<file path="src/rtl/dma_ch_pkg.sv">
package dma_ch_pkg;

    typedef enum logic [2:0] {
        ST_IDLE,
        ST_WAIT,
        ST_READ,
        ST_WRITE,
        ST_SACC
    } seq_state_e;

    typedef struct packed {
        logic [1:0] ssz;
        logic [1:0] dsz;
        logic       at;
        logic       saa;
        logic       cont;
    } xfer_cfg_t;

    localparam int CB_START  = 0;
    localparam int CB_SSZ    = 1;
    localparam int CB_DSZ    = 3;
    localparam int CB_AT     = 5;
    localparam int CB_SAA    = 6;
    localparam int CB_CONT   = 7;
    localparam int CB_CLRDN  = 8;
    localparam int CB_CLRERR = 9;

    // log2 of the operand size in bytes
    function automatic logic [2:0] size_lg(input logic [1:0] code);
        return (code == 2'b11) ? 3'd4 : {1'b0, code};
    endfunction

endpackage

</file>
<file path="src/rtl/dma_ch_regs.sv">
module dma_ch_regs
    import dma_ch_pkg::*;
#(
    parameter int AW = 32
) (
    input  logic          clk,
    input  logic          rst_n,
    input  logic          reg_wr,
    input  logic [1:0]    reg_sel,
    input  logic [AW-1:0] reg_wdata,
    input  logic          eng_busy,
    input  logic          done_evt,
    output logic [AW-1:0] src_base,
    output logic [AW-1:0] dst_base,
    output logic [AW-1:0] byte_cnt,
    output xfer_cfg_t     cfg,
    output logic          start,
    output logic          busy,
    output logic          done,
    output logic          err
);

    typedef struct packed {
        logic [AW-1:0] src;
        logic [AW-1:0] dst;
        logic [AW-1:0] cnt;
        xfer_cfg_t     cfg;
        logic          start;
        logic          done;
        logic          err;
    } regs_t;

    regs_t q, d;

    logic          blocked;
    xfer_cfg_t     new_cfg;
    logic [2:0]    unit_lg;
    logic [AW-1:0] unit_mask;
    logic [2:0]    s_lg, d_lg;

    always_comb begin
        d        = q;
        d.start  = 1'b0;
        blocked  = eng_busy | q.start;
        new_cfg.ssz  = reg_wdata[CB_SSZ +: 2];
        new_cfg.dsz  = reg_wdata[CB_DSZ +: 2];
        new_cfg.at   = reg_wdata[CB_AT];
        new_cfg.saa  = reg_wdata[CB_SAA];
        new_cfg.cont = reg_wdata[CB_CONT];
        s_lg     = size_lg(new_cfg.ssz);
        d_lg     = size_lg(new_cfg.dsz);
        unit_lg  = new_cfg.saa ? s_lg : ((s_lg > d_lg) ? s_lg : d_lg);
        unit_mask = (AW'(1) << unit_lg) - AW'(1);

        if (reg_wr) begin
            unique case (reg_sel)
                2'd0: if (!blocked) d.src = reg_wdata;
                2'd1: if (!blocked) d.dst = reg_wdata;
                2'd2: if (!blocked) d.cnt = reg_wdata;
                default: begin
                    if (reg_wdata[CB_CLRDN])  d.done = 1'b0;
                    if (reg_wdata[CB_CLRERR]) d.err  = 1'b0;
                    if (!blocked) begin
                        d.cfg = new_cfg;
                        if (reg_wdata[CB_START]) begin
                            if ((q.cnt == '0) || ((q.cnt & unit_mask) != '0))
                                d.err = 1'b1;
                            else
                                d.start = 1'b1;
                        end
                    end
                end
            endcase
        end
        if (done_evt) d.done = 1'b1;
    end

    always_ff @(posedge clk or negedge rst_n) begin
        if (!rst_n) q <= '0;
        else        q <= d;
    end

    assign src_base = q.src;
    assign dst_base = q.dst;
    assign byte_cnt = q.cnt;
    assign cfg      = q.cfg;
    assign start    = q.start;
    assign busy     = eng_busy | q.start;
    assign done     = q.done;
    assign err      = q.err;

endmodule

</file>
<file path="src/rtl/dma_ch_stage.sv">
module dma_ch_stage #(
    parameter int BUF_BYTES = 16,
    localparam int DW   = BUF_BYTES * 8,
    localparam int OFFW = $clog2(BUF_BYTES)
) (
    input  logic            clk,
    input  logic            rst_n,
    input  logic            cap_en,
    input  logic [OFFW-1:0] cap_off,
    input  logic [2:0]      cap_lg,
    input  logic [DW-1:0]   cap_data,
    input  logic [OFFW-1:0] ext_off,
    input  logic [2:0]      ext_lg,
    output logic [DW-1:0]   ext_data
);

    typedef struct packed {
        logic [DW-1:0] line;
    } stage_t;

    stage_t q, d;

    function automatic logic [DW-1:0] lane_mask(input logic [2:0] lg);
        int bits;
        bits = 8 << lg;
        if (bits >= DW) return {DW{1'b1}};
        return {DW{1'b1}} >> (DW - bits);
    endfunction

    logic [DW-1:0] cmask;
    int            csh, esh;

    always_comb begin
        d     = q;
        cmask = lane_mask(cap_lg);
        csh   = int'(cap_off) * 8;
        esh   = int'(ext_off) * 8;
        if (cap_en)
            d.line = (q.line & ~(cmask << csh)) | ((cap_data & cmask) << csh);
        ext_data = (q.line >> esh) & lane_mask(ext_lg);
    end

    always_ff @(posedge clk or negedge rst_n) begin
        if (!rst_n) q <= '0;
        else        q <= d;
    end

endmodule

</file>
<file path="src/rtl/dma_ch_seq.sv">
module dma_ch_seq
    import dma_ch_pkg::*;
#(
    parameter int AW      = 32,
    parameter int OFFW    = 4,
    parameter int CHAN_ID = 0
) (
    input  logic            clk,
    input  logic            rst_n,
    input  logic            start,
    input  logic [AW-1:0]   src_base,
    input  logic [AW-1:0]   dst_base,
    input  logic [AW-1:0]   byte_cnt,
    input  xfer_cfg_t       cfg,
    input  logic            dreq_n,
    input  logic            bus_ready,
    output logic            eng_busy,
    output logic            done_evt,
    output logic            bus_valid,
    output logic            bus_write,
    output logic [AW-1:0]   bus_addr,
    output logic [1:0]      bus_size,
    output logic [1:0]      bus_tt,
    output logic [2:0]      bus_tm,
    output logic            cap_en,
    output logic [OFFW-1:0] cap_off,
    output logic [2:0]      cap_lg,
    output logic [OFFW-1:0] ext_off,
    output logic [2:0]      ext_lg
);

    localparam logic [1:0] CHAN_CODE = (CHAN_ID == 0) ? 2'b01 : 2'b10;
    localparam int         IDXW      = OFFW + 1;

    typedef struct packed {
        seq_state_e    st;
        logic [AW-1:0] sa;
        logic [AW-1:0] da;
        logic [AW-1:0] cnt;
        logic [IDXW-1:0] idx;
        xfer_cfg_t     cf;
    } seq_t;

    seq_t q, d;

    logic [2:0]      slg, dlg, ulg;
    logic [IDXW-1:0] rd_last, wr_last;
    logic [AW-1:0]   s_step, d_step, cnt_next;
    logic            last_acc;
    logic [1:0]      tm_code;

    always_comb begin
        d        = q;
        slg      = size_lg(q.cf.ssz);
        dlg      = size_lg(q.cf.dsz);
        ulg      = (slg > dlg) ? slg : dlg;
        rd_last  = (IDXW'(1) << (ulg - slg)) - IDXW'(1);
        wr_last  = (IDXW'(1) << (ulg - dlg)) - IDXW'(1);
        s_step   = AW'(1) << slg;
        d_step   = AW'(1) << dlg;
        cnt_next = q.cnt;
        last_acc = ((q.st == ST_WRITE) && (q.idx == wr_last) && (q.cnt == d_step)) ||
                   ((q.st == ST_SACC) && (q.cnt == s_step));
        done_evt = last_acc && bus_ready;

        unique case (q.st)
            ST_IDLE: begin
                if (start) begin
                    d.st  = ST_WAIT;
                    d.sa  = src_base;
                    d.da  = dst_base;
                    d.cnt = byte_cnt;
                    d.cf  = cfg;
                    d.idx = '0;
                end
            end
            ST_WAIT: begin
                d.idx = '0;
                if (!dreq_n) d.st = q.cf.saa ? ST_SACC : ST_READ;
            end
            ST_READ: begin
                if (bus_ready) begin
                    d.sa = q.sa + s_step;
                    if (q.idx == rd_last) begin
                        d.st  = ST_WRITE;
                        d.idx = '0;
                    end else begin
                        d.idx = q.idx + IDXW'(1);
                    end
                end
            end
            ST_WRITE: begin
                if (bus_ready) begin
                    d.da     = q.da + d_step;
                    cnt_next = q.cnt - d_step;
                    d.cnt    = cnt_next;
                    if (q.idx == wr_last) begin
                        d.idx = '0;
                        if (cnt_next == '0)  d.st = ST_IDLE;
                        else if (q.cf.cont)  d.st = ST_READ;
                        else                 d.st = ST_WAIT;
                    end else begin
                        d.idx = q.idx + IDXW'(1);
                    end
                end
            end
            ST_SACC: begin
                if (bus_ready) begin
                    d.sa     = q.sa + s_step;
                    cnt_next = q.cnt - s_step;
                    d.cnt    = cnt_next;
                    if (cnt_next == '0)  d.st = ST_IDLE;
                    else if (q.cf.cont)  d.st = ST_SACC;
                    else                 d.st = ST_WAIT;
                end
            end
            default: d.st = ST_IDLE;
        endcase
    end

    always_ff @(posedge clk or negedge rst_n) begin
        if (!rst_n) q <= '0;
        else        q <= d;
    end

    always_comb begin
        eng_busy  = (q.st != ST_IDLE);
        bus_valid = (q.st == ST_READ) || (q.st == ST_WRITE) || (q.st == ST_SACC);
        bus_write = (q.st == ST_WRITE);
        bus_addr  = bus_write ? q.da : q.sa;
        bus_size  = bus_write ? q.cf.dsz : q.cf.ssz;
        tm_code   = (q.cf.at || last_acc) ? CHAN_CODE : 2'b00;
        bus_tt    = bus_valid ? 2'b01 : 2'b00;
        bus_tm    = bus_valid ? {tm_code, q.cf.saa} : 3'b000;
        cap_en    = (q.st == ST_READ) && bus_ready;
        cap_off   = OFFW'(q.idx << slg);
        cap_lg    = slg;
        ext_off   = OFFW'(q.idx << dlg);
        ext_lg    = dlg;
    end

endmodule

</file>
<file path="src/rtl/dma_xfer_channel.sv">
module dma_xfer_channel
    import dma_ch_pkg::*;
#(
    parameter int AW        = 32,
    parameter int BUF_BYTES = 16,
    parameter int CHAN_ID   = 0,
    localparam int DW   = BUF_BYTES * 8,
    localparam int OFFW = $clog2(BUF_BYTES)
) (
    input  logic          clk,
    input  logic          rst_n,
    input  logic          reg_wr,
    input  logic [1:0]    reg_sel,
    input  logic [AW-1:0] reg_wdata,
    output logic          busy,
    output logic          done,
    output logic          err,
    input  logic          dreq_n,
    output logic          bus_valid,
    output logic          bus_write,
    output logic [AW-1:0] bus_addr,
    output logic [1:0]    bus_size,
    output logic [DW-1:0] bus_wdata,
    input  logic [DW-1:0] bus_rdata,
    input  logic          bus_ready,
    output logic [1:0]    bus_tt,
    output logic [2:0]    bus_tm
);

    logic [AW-1:0]   src_base, dst_base, byte_cnt;
    xfer_cfg_t       cfg;
    logic            start, eng_busy, done_evt, cap_en;
    logic [OFFW-1:0] cap_off, ext_off;
    logic [2:0]      cap_lg, ext_lg;

    dma_ch_regs #(.AW(AW)) u_regs (
        .clk(clk), .rst_n(rst_n),
        .reg_wr(reg_wr), .reg_sel(reg_sel), .reg_wdata(reg_wdata),
        .eng_busy(eng_busy), .done_evt(done_evt),
        .src_base(src_base), .dst_base(dst_base), .byte_cnt(byte_cnt),
        .cfg(cfg), .start(start), .busy(busy), .done(done), .err(err)
    );

    dma_ch_seq #(.AW(AW), .OFFW(OFFW), .CHAN_ID(CHAN_ID)) u_seq (
        .clk(clk), .rst_n(rst_n), .start(start),
        .src_base(src_base), .dst_base(dst_base), .byte_cnt(byte_cnt),
        .cfg(cfg), .dreq_n(dreq_n), .bus_ready(bus_ready),
        .eng_busy(eng_busy), .done_evt(done_evt),
        .bus_valid(bus_valid), .bus_write(bus_write), .bus_addr(bus_addr),
        .bus_size(bus_size), .bus_tt(bus_tt), .bus_tm(bus_tm),
        .cap_en(cap_en), .cap_off(cap_off), .cap_lg(cap_lg),
        .ext_off(ext_off), .ext_lg(ext_lg)
    );

    dma_ch_stage #(.BUF_BYTES(BUF_BYTES)) u_stage (
        .clk(clk), .rst_n(rst_n),
        .cap_en(cap_en), .cap_off(cap_off), .cap_lg(cap_lg), .cap_data(bus_rdata),
        .ext_off(ext_off), .ext_lg(ext_lg), .ext_data(bus_wdata)
    );

endmodule

</file>
<file path="config.mk">
export PLATFORM = sky130hd
export DESIGN_NAME = dma_xfer_channel
export DESIGN_NICKNAME = d
export VERILOG_FILES = /design/src/rtl/dma_ch_pkg.sv /design/src/rtl/dma_ch_regs.sv /design/src/rtl/dma_ch_stage.sv /design/src/rtl/dma_ch_seq.sv /design/src/rtl/dma_xfer_channel.sv
export SDC_FILE = /design/constraint.sdc
export NUM_CORES = 1
export LEC_CHECK = 0
export BUFFER_PORTS_ARGS = -buffer_cell sky130_fd_sc_hd__buf_2
export CORE_MARGIN = 1
export CORE_UTILIZATION = 34
export DETAILED_ROUTE_END_ITERATION = 10
export PLACE_DENSITY_LB_ADDON = 0.1
export SKIP_CTS_REPAIR_TIMING = 1
export SLEW_MARGIN = 40
export SYNTH_ARGS = -nofsm -noshare
export SYNTH_HDL_FRONTEND = slang
export SYNTH_SLANG_ARGS = --single-unit
</file>
<file path="constraint.sdc">
create_clock -name clk -period 5.4 [get_ports clk]
set_input_delay 1.08 -clock clk [delete_from_list [all_inputs] [get_ports clk]]
set_output_delay 1.08 -clock clk [all_outputs]
set_load 0.01 [all_outputs]
</file>
After elaboration in Yosys (flattened, before gate mapping) --
Cells that the tools add are included.
Cells by class: bitwise logic cells 9, magnitude comparators 4, muxes and demuxes 51, add/sub/neg operators 12, shift-type cells 14, equality and inequality tests 22, reduce and logical (&&, ||, !) cells 36
Operator list (number):
- $mux 128 | 4
- $and 128x128->128 | 3
- $shl 128x7->128 | 2
- $shr 128x32->128 const A | 2
- $pmux 32 s3 | 2
- $not 128->128 | 1
- $or 128x128->128 | 1
- $shr 128x7->128 | 1
- $mux 111 | 1
- $logic_not 32->1 | 3
- $shl 1x3->32 const A | 3
- $mux 35 | 2
- $mux 69 | 1
- $add 32x32->32 | 2
- $eq 32x32->1 | 2
- $ge 32x9->1 const B | 2
- $mux 32 | 2
- $pmux 32 s2 | 1
- $shl 4x3->32 const A | 2
- $sub 32x32->32 | 2
- $sub 9x32->32 const A | 2
- $mux 3 | 18
- $and 32x32->32 | 1
- $reduce_bool 32->1 | 1
- 34 further kinds | 87
Word-level totals: register bits after elaboration 345, output and inout port bits 172

Logic depth before layout (Yosys ltp) --
Gate-level depths: netlist of run 1.
word-level depth 16, mapped depth 20, depth with buffers taken out 17

By module --
A second synthesis of run 1 with hierarchy kept.
Second synthesis, totals: cells, all modules 3537, area total of the unflattened synthesis 29246.8 µm²
Modules (own cells, without submodules):
- dma_ch_stage | sequential area each 3203.1 µm², area an instance 15265.9 µm², instances 1, cells an instance 1942
- dma_ch_seq | sequential area each 2777.7 µm², area an instance 9541.7 µm², instances 1, cells an instance 1286
- dma_ch_regs | sequential area each 2652.5 µm², area an instance 4439.3 µm², instances 1, cells an instance 309

Worst setup path before layout of run 1 --
OpenSTA, ideal clock, no wires.
path kind register to output, from register u_seq.q[6] (netlist bit), to output port bus_tm[1], data required time 4.320 ns, slack -0.062 ns, arrival 4.382 ns, path buffers 3, cell stages (with the launch flop) 19, cells stage by stage dfrtp_1 clkbuf_1 clkbuf_1 clkbuf_1 nor2_1 or3_1 fa_1 or3_1 and2_1 nand3b_1 ha_1 mux2_2 a21oi_1 or3_1 a2111oi_2 nand4_1 o21ai_0 nand3_1 a21oi_1
Between the ends: longest elaborated chain between the ends 14, elaborated cells between the ends (all ways) 17, those cells by class add/sub (2); order compare (1); eq/ne (3); shift (2); mux (4); reduce/logical (5)
Ends and longest elaborated chain:
- start, declared | line dma_ch_seq.sv:44 | seq_t q, d;
- start signal, assigned | line dma_ch_seq.sv:122 | if (!rst_n) q <= '0;
- start signal, assigned | line dma_ch_seq.sv:123 | else q <= d;
- $eq 2x2->1 | line dma_ch_pkg.sv:30 | return (code == 2'b11) ? 3'd4 : {1'b0, code};
- $mux 3 * | line dma_ch_pkg.sv:30
- $gt 3x3->1 | line dma_ch_seq.sv:56 | ulg = (slg > dlg) ? slg : dlg;
- $mux 3 | line dma_ch_seq.sv:56
- $sub 3x3->3 | line dma_ch_seq.sv:58 | wr_last = (IDXW'(1) << (ulg - dlg)) - IDXW'(1);
- $shl 1x3->5 | line dma_ch_seq.sv:58
- $sub 5x2->5 | line dma_ch_seq.sv:58
- $eq 5x5->1 | line dma_ch_seq.sv:62 | last_acc = ((q.st == ST_WRITE) && (q.idx == wr_last) && (q.cnt == d_step)) ||
- $logic_and 1x1->1 (2 in a row) | line dma_ch_seq.sv:62
- $logic_or 1x1->1 * | line dma_ch_seq.sv:62
- $logic_or 1x1->1 * | line dma_ch_seq.sv:132 | tm_code = (q.cf.at || last_acc) ? CHAN_CODE : 2'b00;
- $mux 1 * | line dma_ch_seq.sv:132
- $mux 3 * | line dma_ch_seq.sv:134 | bus_tm = bus_valid ? {tm_code, q.cf.saa} : 3'b000;
- end, declared | line dma_xfer_channel.sv:27 | output logic [2:0] bus_tm
Mark *: on every way between the ends. The rest lies on a longest branch, timed or not.

Worst setup path after layout of run 1 --
from register u_seq.q[4] (netlist bit), to output port bus_tm[1]
Between the ends: longest elaborated chain between the ends 14, elaborated cells between the ends (all ways) 16, those cells by class add/sub (2); order compare (1); eq/ne (3); shift (2); mux (4); reduce/logical (4)
Ends and longest elaborated chain (line):
- $eq 2x2->1 | dma_ch_pkg.sv:30
- $mux 3 * | dma_ch_pkg.sv:30
- $gt 3x3->1 | dma_ch_seq.sv:56
- $mux 3 | dma_ch_seq.sv:56
- $sub 3x3->3 | dma_ch_seq.sv:58
- $shl 1x3->5 | dma_ch_seq.sv:58
- $sub 5x2->5 | dma_ch_seq.sv:58
- $eq 5x5->1 | dma_ch_seq.sv:62
- $logic_and 1x1->1 | dma_ch_seq.sv:62
- $logic_and 1x1->1 * | dma_ch_seq.sv:62
- $logic_or 1x1->1 * | dma_ch_seq.sv:62
- $logic_or 1x1->1 * | dma_ch_seq.sv:132
- $mux 1 * | dma_ch_seq.sv:132
- $mux 3 * | dma_ch_seq.sv:134
Marks and branches as above.

==> impl_results.md, run 1 <==
* Setup CP Type: flop to output port
* Buffer levels on the longest clock path at 3
* Share of the yosys chip area belonging to registers at 0.359
* Endpoint of the worst register-to-register path: u_seq.q[10]
* Average wire per standard cell at roughly 27 um
* Maximum level of the CTS H-tree at 2
* Global route overflow at 0
* Worst reg-to-reg setup slack at 0.64 ns
* Area of the die at around 72000 um^2
* Core area at approximately 70000 um^2
* Count of standard-cell rows at between 90 and 100
* Number of different library cells in the post-synthesis netlist at 78
* Xor and xnor fraction of the mapped netlist area at 0.0226
* Worst setup SP type: flop
* Time the worst path needs with I/O delays and setup at around 5.5 ns
* Vertical die dimension at around 270 um
* Via Count at roughly 25000
* Kind of path behind the tightest hold check: input pin to asynchronous set/reset pin
* Clock tree from TritonCTS: built
* Critical path endpoint category: output port
* Post-Syn Instances at around 2900
* Post-route cell area at 28600 um^2
* Fmax at 181 MHz
* Depth of the worst register-to-register path at 18
* Max IR drop VDD at slightly above 300 uV
* Total count of hold-check failures in the final report at 0
* Number of global-route vias before repair at 24300
* Routed wire length at roughly 110000 um
* Post-route ant nets at 0
* Setup repair after global routing missed its margin: yes
* Initial antenna violation count at 1
* Fraction of the mapped netlist area in compound gates at 0.200
* Share of final-layout standard cells stronger than drive strength 1 at 0.206
* Antenna Cells at 0
* Post-Synth Simple-Gate Area at 0.219
* Slack of the critical path at -0.125 ns
* Ys flop type: sky130_fd_sc_hd__dfrtp_1
* Drt pass-1 iters at 7
* Avg Synthesized Cell Area at around 8.3 um^2
* Detailed placer's ending HPWL at 85900 um
* Launching instance or port of the critical path: u_seq.q[4]
* Gp weighted congestion at about 1
* Number of CTS-inserted buffers at 45
* Least-Margin Pin Slew at 0.941 ns
* Reported max-cap violation count at 0
* Sinks on the clock net at roughly 350
* Post-synthesis mux area share at 0.132
* Critical Path RT at ~4.3 ns
* Clock-pin slew reported for the worst setup and hold paths after clock tree synthesis at roughly 0.060 ns
* Cell Area, Synth at ~24000 um^2
* Clock Skew at ~0.06 ns
* Start of the worst register-to-register path: u_seq.q[6]
* Ports placed on the boundary at 339
* Number of DRC violations after detailed routing at 0
* Violated checks: negative setup slack
* Max_slew headroom at 0.368
* Result of the run: finished, violations left
* Part of the cycle the worst path needs at 1.02
* Leakage at 0.0129 uW
* Share of flip-flops with an asynchronous set or reset after synthesis at 1.00
* Aggregate negative setup slack at -0.125 ns
* Die X at around 270 um
* Number of violations reported at the end of detailed-routing iteration 0 at just under 2000
* Final Total Pwr at approximately 11000 uW
* Power per cell area at around 390 nW/um^2
* Slew Viols, Final at 0
* Final-stage net count at ~3400
* Post-place setup slack at ~0.052 ns
* Area growth syn-to-layout at 18.8%
* Timing endpoint of the critical path: bus_tm[1]
* Worst-path maximum fanout at 5
* Main combinational cell family by area after synthesis: simple AND/OR/NAND/NOR gates
* Post-Synth Adder-Cell Area at 0.0248
* Starting Density at 0.344
* Area after detailed placement at around 27000 um^2
* Clock latency of the later-clocked register in the worst-skew pair at between 0.6 and 0.7 ns
* Setup violators final at 1
* Number of port buffers at approximately 340
* Ys Warns at 0
* Buffer type at the clock tree root: sky130_fd_sc_hd__clkbuf_16
* Count of flip-flops with a built-in enable after synthesis at 0
* FF+latch count, synth at about 350
* First-pass GRT wire length at 164000 um
* Maximum number of pins on one net before global-route repair at about 110
* Detailed-route vias per instance at approximately 5.9
* Global router's overall resource usage at 0.310
* Data arrival time of the worst path at 4.44 ns
==> metrics by stage <==
| stage | hold WS (ns) | instances | utilization |
|---|---|---|---|
| after floorplan | 0.433 | 2928 | - |
| after global placement | 0.465 | 4057 | 0.384 |
| after detailed placement | 0.471 | 4058 | 0.385 |
| after CTS | 0.384 | 4139 | 0.406 |
| after global routing | 0.409 | 4146 | 0.408 |
| final | 0.383 | 4146 | 0.408 |
==> kinds of logic after synthesis <==
kind of cell	count (synthesis)
buffers and inverters	271
other	2
AOI/OAI and AO/OA	728
adders and majority gates	44
DFF	345
xor gates and xnor gates	62
and+or+nand+nor	1161
muxes	301
==> cell usage after synthesis (9+ instances only) <==
cell | number | share of area
sky130_fd_sc_hd__and3_1 | 73 | 0.019
sky130_fd_sc_hd__or3_1 | 21 | 0.0055
sky130_fd_sc_hd__o31ai_1 | 9 | 0.0028
sky130_fd_sc_hd__xnor2_1 | 45 | 0.016
sky130_fd_sc_hd__a211oi_1 | 23 | 0.0072
sky130_fd_sc_hd__nor3_1 | 50 | 0.010
sky130_fd_sc_hd__a31oi_1 | 71 | 0.018
sky130_fd_sc_hd__mux2_2 | 121 | 0.057
sky130_fd_sc_hd__and2_1 | 39 | 0.010
sky130_fd_sc_hd__nand2b_1 | 11 | 0.0029
sky130_fd_sc_hd__xor2_1 | 17 | 0.0062
sky130_fd_sc_hd__clkbuf_1 | 182 | 0.028
sky130_fd_sc_hd__mux2i_1 | 179 | 0.074
sky130_fd_sc_hd__nand4_1 | 17 | 0.0044
sky130_fd_sc_hd__a22o_1 | 23 | 0.0084
sky130_fd_sc_hd__nand2_1 | 529 | 0.083
sky130_fd_sc_hd__a21oi_1 | 161 | 0.033
sky130_fd_sc_hd__buf_1 | 29 | 0.0045
sky130_fd_sc_hd__nor2_1 | 225 | 0.035
sky130_fd_sc_hd__ha_1 | 38 | 0.020
sky130_fd_sc_hd__a22oi_1 | 50 | 0.016
sky130_fd_sc_hd__dfrtp_1 | 345 | 0.36
sky130_fd_sc_hd__a221o_1 | 46 | 0.019
sky130_fd_sc_hd__a21o_1 | 27 | 0.0084
sky130_fd_sc_hd__a311oi_1 | 19 | 0.0069
sky130_fd_sc_hd__or4_1 | 9 | 0.0028
sky130_fd_sc_hd__nor4_1 | 23 | 0.0060
sky130_fd_sc_hd__nor2b_1 | 26 | 0.0068
sky130_fd_sc_hd__a221oi_1 | 14 | 0.0051
sky130_fd_sc_hd__nand3_1 | 105 | 0.022
sky130_fd_sc_hd__inv_1 | 51 | 0.0080
sky130_fd_sc_hd__o211ai_1 | 26 | 0.0081
sky130_fd_sc_hd__o21ai_0 | 172 | 0.036
==> final cells by class <==
cell class | count | area (um^2)
Fill cell | 7257 | 41400
Timing Repair Buffer | 415 | 2410
Clock inverter | 19 | 224
Clock buffer | 62 | 1290
Sequential cell | 345 | 8630
Inverter | 53 | 199
Multi-Input combinational cell | 2312 | 14700
Tap cell | 940 | 1180
==> how the worst min path moves through the flow <==
| stage | startpoint | cells past startpoint | slack, ns | endpoint |
|---|---|---|---|---|
| after detailed placement | u_regs.cfg[0] | 2 | 0.47 | u_seq.q[0] |
| after CTS | rst_n | 1 | 0.38 | u_stage.q[1] |
| final | rst_n | 1 | 0.38 | u_stage.q[91] |
| after floorplan | u_regs.cfg[0] | 2 | 0.43 | u_seq.q[0] |
| after global placement | u_regs.cfg[1] | 2 | 0.46 | u_seq.q[1] |
| after global routing | rst_n | 1 | 0.41 | u_stage.q[91] |
==> layout by cell type (no fill, tap or decap), types with 45 or more instances in the layout <==
master and n:
sky130_fd_sc_hd__nand2_1 526, sky130_fd_sc_hd__dfrtp_1 344, sky130_fd_sc_hd__buf_2 335, sky130_fd_sc_hd__nor2_1 222
sky130_fd_sc_hd__mux2i_1 179, sky130_fd_sc_hd__o21ai_0 165, sky130_fd_sc_hd__a21oi_1 153, sky130_fd_sc_hd__mux2_2 120
sky130_fd_sc_hd__nand3_1 105, sky130_fd_sc_hd__and3_1 73, sky130_fd_sc_hd__a31oi_1 71, sky130_fd_sc_hd__buf_4 69
sky130_fd_sc_hd__inv_1 50, sky130_fd_sc_hd__a22oi_1 50, sky130_fd_sc_hd__nor3_1 46, sky130_fd_sc_hd__a221o_1 46
sky130_fd_sc_hd__xnor2_1 45, sky130_fd_sc_hd__clkbuf_16 45
==> routing by layer <==
metal  global-route usage  up-vias  part of all wire
li1                     -    11000                 -
met1                0.350    12200              0.38
met2                0.557      983              0.51
met3               0.0377      277             0.047
met4                0.192        2             0.068
met5                    0        -          0.000097
==> report_power, final <==
part	switching [uW]	total, uW	internal [uW]	leakage, uW
clock	1290	3110	1820	0.000748
combinational	2680	4400	1720	0.00772
sequential	542	3540	3000	0.00445
==> flip-flops by register name (all words and copies together) (netlist names) <==
name,cells
u_regs.start,1
u_regs.err,1
u_regs.byte_cnt,32
u_regs.dst_base,32
u_regs.src_base,32
u_regs.cfg,7
u_regs.done,1
u_seq.q,111
u_stage.q,128
==> worst max-delay path, stage by stage (launching register included) <==
cell and delay (ns):
sky130_fd_sc_hd__dfrtp_1 0.41, sky130_fd_sc_hd__nand2_2 0.10, sky130_fd_sc_hd__inv_2 0.04, sky130_fd_sc_hd__or3_4 0.39, sky130_fd_sc_hd__fa_2 0.37, sky130_fd_sc_hd__or3_4 0.40
sky130_fd_sc_hd__and2_4 0.17, sky130_fd_sc_hd__nand3b_1 0.13, sky130_fd_sc_hd__ha_4 0.18, sky130_fd_sc_hd__mux2_4 0.31, sky130_fd_sc_hd__a21oi_4 0.13, sky130_fd_sc_hd__o21ai_2 0.08
sky130_fd_sc_hd__a2111oi_4 0.34, sky130_fd_sc_hd__buf_4 0.18, sky130_fd_sc_hd__nand4_1 0.09, sky130_fd_sc_hd__o21ai_1 0.11, sky130_fd_sc_hd__nand3_1 0.14, sky130_fd_sc_hd__a21oi_2 0.16
sky130_fd_sc_hd__buf_2 0.15
Note: power is estimated with default switching activity, not from simulation.
==> run 2, diff against run 1 <==
SYNTH_HIERARCHICAL = 1   (was not set)
==> run 2 against run 1 <==
The run now ends clean. First-iteration DRC count rose by 62%. Clock skew decreased by 0.037 ns. Final area increased by 20%. Synthesized area rose by 22%. Power grew 36%. Global-route usage increased by 0.36 points. Setup slack better by 0.35 ns. Critical path type unchanged. Largest power group unchanged. Highest routed layer unchanged.
==> impl_results.md, run 2 <==
* Result of the run: complete, no violations
* Detailed placer's ending HPWL at about 110000 um
* Number of flip-flops in the largest register at 128
* Total count of hold-check failures in the final report at 0
* Die X at 295 um
* Ys flop type: sky130_fd_sc_hd__dfrtp_1
* Most frequent standard cell in the layout excluding fill and tap cells: sky130_fd_sc_hd__nand2_1
* Number of DRC violations after detailed routing at 0
* Top cell type by total area after synthesis: sky130_fd_sc_hd__dfrtp_1
* Number of inserted filler cells in the final layout at between 8000 and 9000
* Count of standard-cell rows at around 110
* Global route overflow at 0
* Setup violators final at 0
* Worst setup SP type: flop
* Least-Margin Pin Slew at between 0.9 and 1 ns
* Sinks on the clock net at 345
* Number of CTS-inserted buffers at 44
* Area growth syn-to-layout at 17.1%
* Reported max-cap violation count at 0
* Worst reg-to-reg setup slack at 0.66 ns
* Initial antenna violation count at 11
* Clock Skew at between 0.02 and 0.025 ns
* Gp weighted congestion at between 1 and 1.5
* Hold WS at just under 0.4 ns
* Final Total Pwr at 15000 uW
* Endpoint of the worst register-to-register path: u_seq/q[108]
* Launching instance or port of the critical path: u_seq/q[6]
* Setup CP Type: flop to output port
* Part of the cycle the worst path needs at 0.958
* Power per cell area at 439 nW/um^2
* Area taken by multi-input logic gates at slightly below 20000 um^2
* Average wire per standard cell at roughly 28 um
* Final-stage net count at approximately 4000
* Worst-path cell with the longest stage delay: sky130_fd_sc_hd__dfrtp_1
* Global router's overall resource usage at 0.314
* Critical Path RT at approximately 4.3 ns
* Data arrival time of the worst path at 4.09 ns
* Sequential Area at 8630 um^2
* Share of the yosys chip area belonging to registers at 0.295
* Share of final-layout standard cells stronger than drive strength 1 at 0.221
* Post-Syn Instances at approximately 3500
* Fmax at about 190 MHz
* Leakage at between 0.01 and 0.015 uW
* Cell Area, Synth at 29200 um^2
* Number of non-filler instances in the completed layout at slightly below 5000
* Max_slew headroom at 0.355
* Placed Cells at between 4000 and 5000
* Yosys top cell area share at 0.295
* Ys Warns at 6
* Clock tree from TritonCTS: built
* Top cells by area in the synthesized netlist: sky130_fd_sc_hd__dfrtp_1, sky130_fd_sc_hd__mux2_2, sky130_fd_sc_hd__mux2i_1, sky130_fd_sc_hd__a21oi_1, sky130_fd_sc_hd__nand2_1
* Largest registers: u_stage/q (128), u_seq/q (111)
* Post-route ant nets at 0
* Buffer levels on the longest clock path at 3
* Number of different library cells in the post-synthesis netlist at 93
* Starting Density at 0.343
* Count of flip-flops with a built-in enable after synthesis at 0
* Slew Viols, Final at 0
* Avg Synthesized Cell Area at just over 8 um^2
* Depth of the worst register-to-register path at 16
* Area after detailed placement at roughly 32000 um^2
* Most frequent cell after synthesis: sky130_fd_sc_hd__nand2_1
* Post-route cell area at between 30000 and 40000 um^2
* Maximum level of the CTS H-tree at 2
* Via Count at roughly 31000
* Max IR drop VDD at 284 uV
* Most common library cells after synthesis: sky130_fd_sc_hd__nand2_1, sky130_fd_sc_hd__dfrtp_1, sky130_fd_sc_hd__nor2_1
* Slack of the critical path at between 0.2 and 0.25 ns
* Number of port buffers at ~340
* Slowest Stage Delay on Critical Path at between 0.4 and 0.5 ns
* Register with the most flip-flops: u_stage/q
* Maximum number of pins on one net before global-route repair at around 140
* Kind of path behind the tightest hold check: input pin to asynchronous set/reset pin
* Drt pass-1 iters at 6
* Ports placed on the boundary at approximately 340
* Worst-path maximum fanout at 3
* Commonest non-fill, non-tap cells in the layout: sky130_fd_sc_hd__nand2_1, sky130_fd_sc_hd__dfrtp_1, sky130_fd_sc_hd__buf_2
* Routed wire length at approximately 140000 um
* Start of the worst register-to-register path: u_seq/q[6]
* Clock latency of the later-clocked register in the worst-skew pair at around 0.60 ns
* Time the worst path needs with I/O delays and setup at about 5.2 ns
* Share of flip-flops with an asynchronous set or reset after synthesis at 1.00
* Area of the die at 87200 um^2
* Core area at around 85000 um^2
* Vertical die dimension at about 300 um
* First-pass GRT wire length at ~200000 um
* Clock-pin slew reported for the worst setup and hold paths after clock tree synthesis at 0.06 ns
* Number of violations reported at the end of detailed-routing iteration 0 at approximately 3200
* Critical path cell sequence: nand2_2 > inv_2 > or3_4 > fa_2 > a21boi_4 > nor2_2 > nand3b_1 > ha_2 > mux2i_1 > a32o_2 > xor2_1 > nor4_1 > buf_4 > nand2_1 > a211o_1 > a21boi_2 > buf_2
* Critical path endpoint category: output port
* Buffer type at the clock tree root: sky130_fd_sc_hd__clkbuf_16
* FF+latch count, synth at roughly 350
* Number of global-route vias before repair at a little under 30000
* Post-place setup slack at approximately 0.42 ns
* Detailed-route vias per instance at around 6
* Timing endpoint of the critical path: bus_tm[1]
## run 2: changes by cell type after synthesis, moves of 41 or more
cell / delta
sky130_fd_sc_hd__a211oi_1: +53
sky130_fd_sc_hd__a21oi_1: +127
sky130_fd_sc_hd__and3_1: -44
sky130_fd_sc_hd__inv_1: +41
sky130_fd_sc_hd__mux2_2: +45
sky130_fd_sc_hd__mux4_2: +52
sky130_fd_sc_hd__nand2_1: -155
sky130_fd_sc_hd__nor2_1: +83
sky130_fd_sc_hd__o211ai_1: +55
sky130_fd_sc_hd__o21ai_0: +65
## run 2: worst min path at each step
stage,startpoint,end,slack [ns],depth (start not counted)
floorplan,u_regs/cfg[0],u_seq/q[0],0.43,2
global placement,u_regs/cfg[3],u_seq/q[3],0.45,2
detailed placement,u_regs/cfg[3],u_seq/q[3],0.45,2
CTS,rst_n,u_stage/q[38],0.39,1
global route,rst_n,u_stage/q[38],0.40,1
finish,rst_n,u_stage/q[38],0.40,1
## run 2: per-stage QoR
| stage | utilization | setup TNS (ns) |
|---|---|---|
| 3_5_place_dp | 0.381 | 0 |
| 4_1_cts | 0.400 | -0.250 |
| 3_3_place_gp | 0.379 | 0 |
| 2_1_floorplan | - | 0 |
| 5_1_grt | 0.402 | -0.00504 |
| 6_report | 0.402 | 0 |
## run 2: worst max-delay path: cells and delay by family, from the launching register on
family	cells	cell delay, ns
muxes	1	0.12
and+or+nand+nor	6	0.99
buffers and inverters	3	0.36
DFF	1	0.41
adders and majority gates	2	0.59
AOI/OAI and AO/OA	4	0.90
xor gates and xnor gates	1	0.14
## run 2: logic make-up (layout without fill, tap and decap cells)
kind of cell | after synthesis | after routing | share of synthesized area
AOI/OAI and AO/OA | 1142 | 1142 | 0.265
xor gates and xnor gates | 63 | 63 | 0.0195
adders and majority gates | 50 | 50 | 0.0229
buffers and inverters | 391 | 644 | 0.0529
DFF | 345 | 345 | 0.295
muxes | 370 | 370 | 0.157
other | 4 | 25 | 0.000513
and+or+nand+nor | 1172 | 1172 | 0.187
## run 2: power breakdown
group          leakage (uW)  internal, uW  switching (uW)
combinational       0.00870          2790            5200
sequential          0.00430          3060             649
clock              0.000786          2010            1300
## run 2: layer usage
metal | global-route usage | wire (um)
met5 | 0.00443 | 24
met2 | 0.518 | 66700
met1 | 0.403 | 56900
met4 | 0.158 | 7910
met3 | 0.0398 | 9240
## run 2: cell type report
class / count / area share
clock inverters: 21 / 0.0107
repair buffers: 468 / 0.0840
clock buffers: 61 / 0.0364
inverters: 94 / 0.0104
diodes: 7 / 0.000512
multi-input cells: 2815 / 0.564
well taps: 1144 / 0.0418
flip-flops and latches: 345 / 0.252
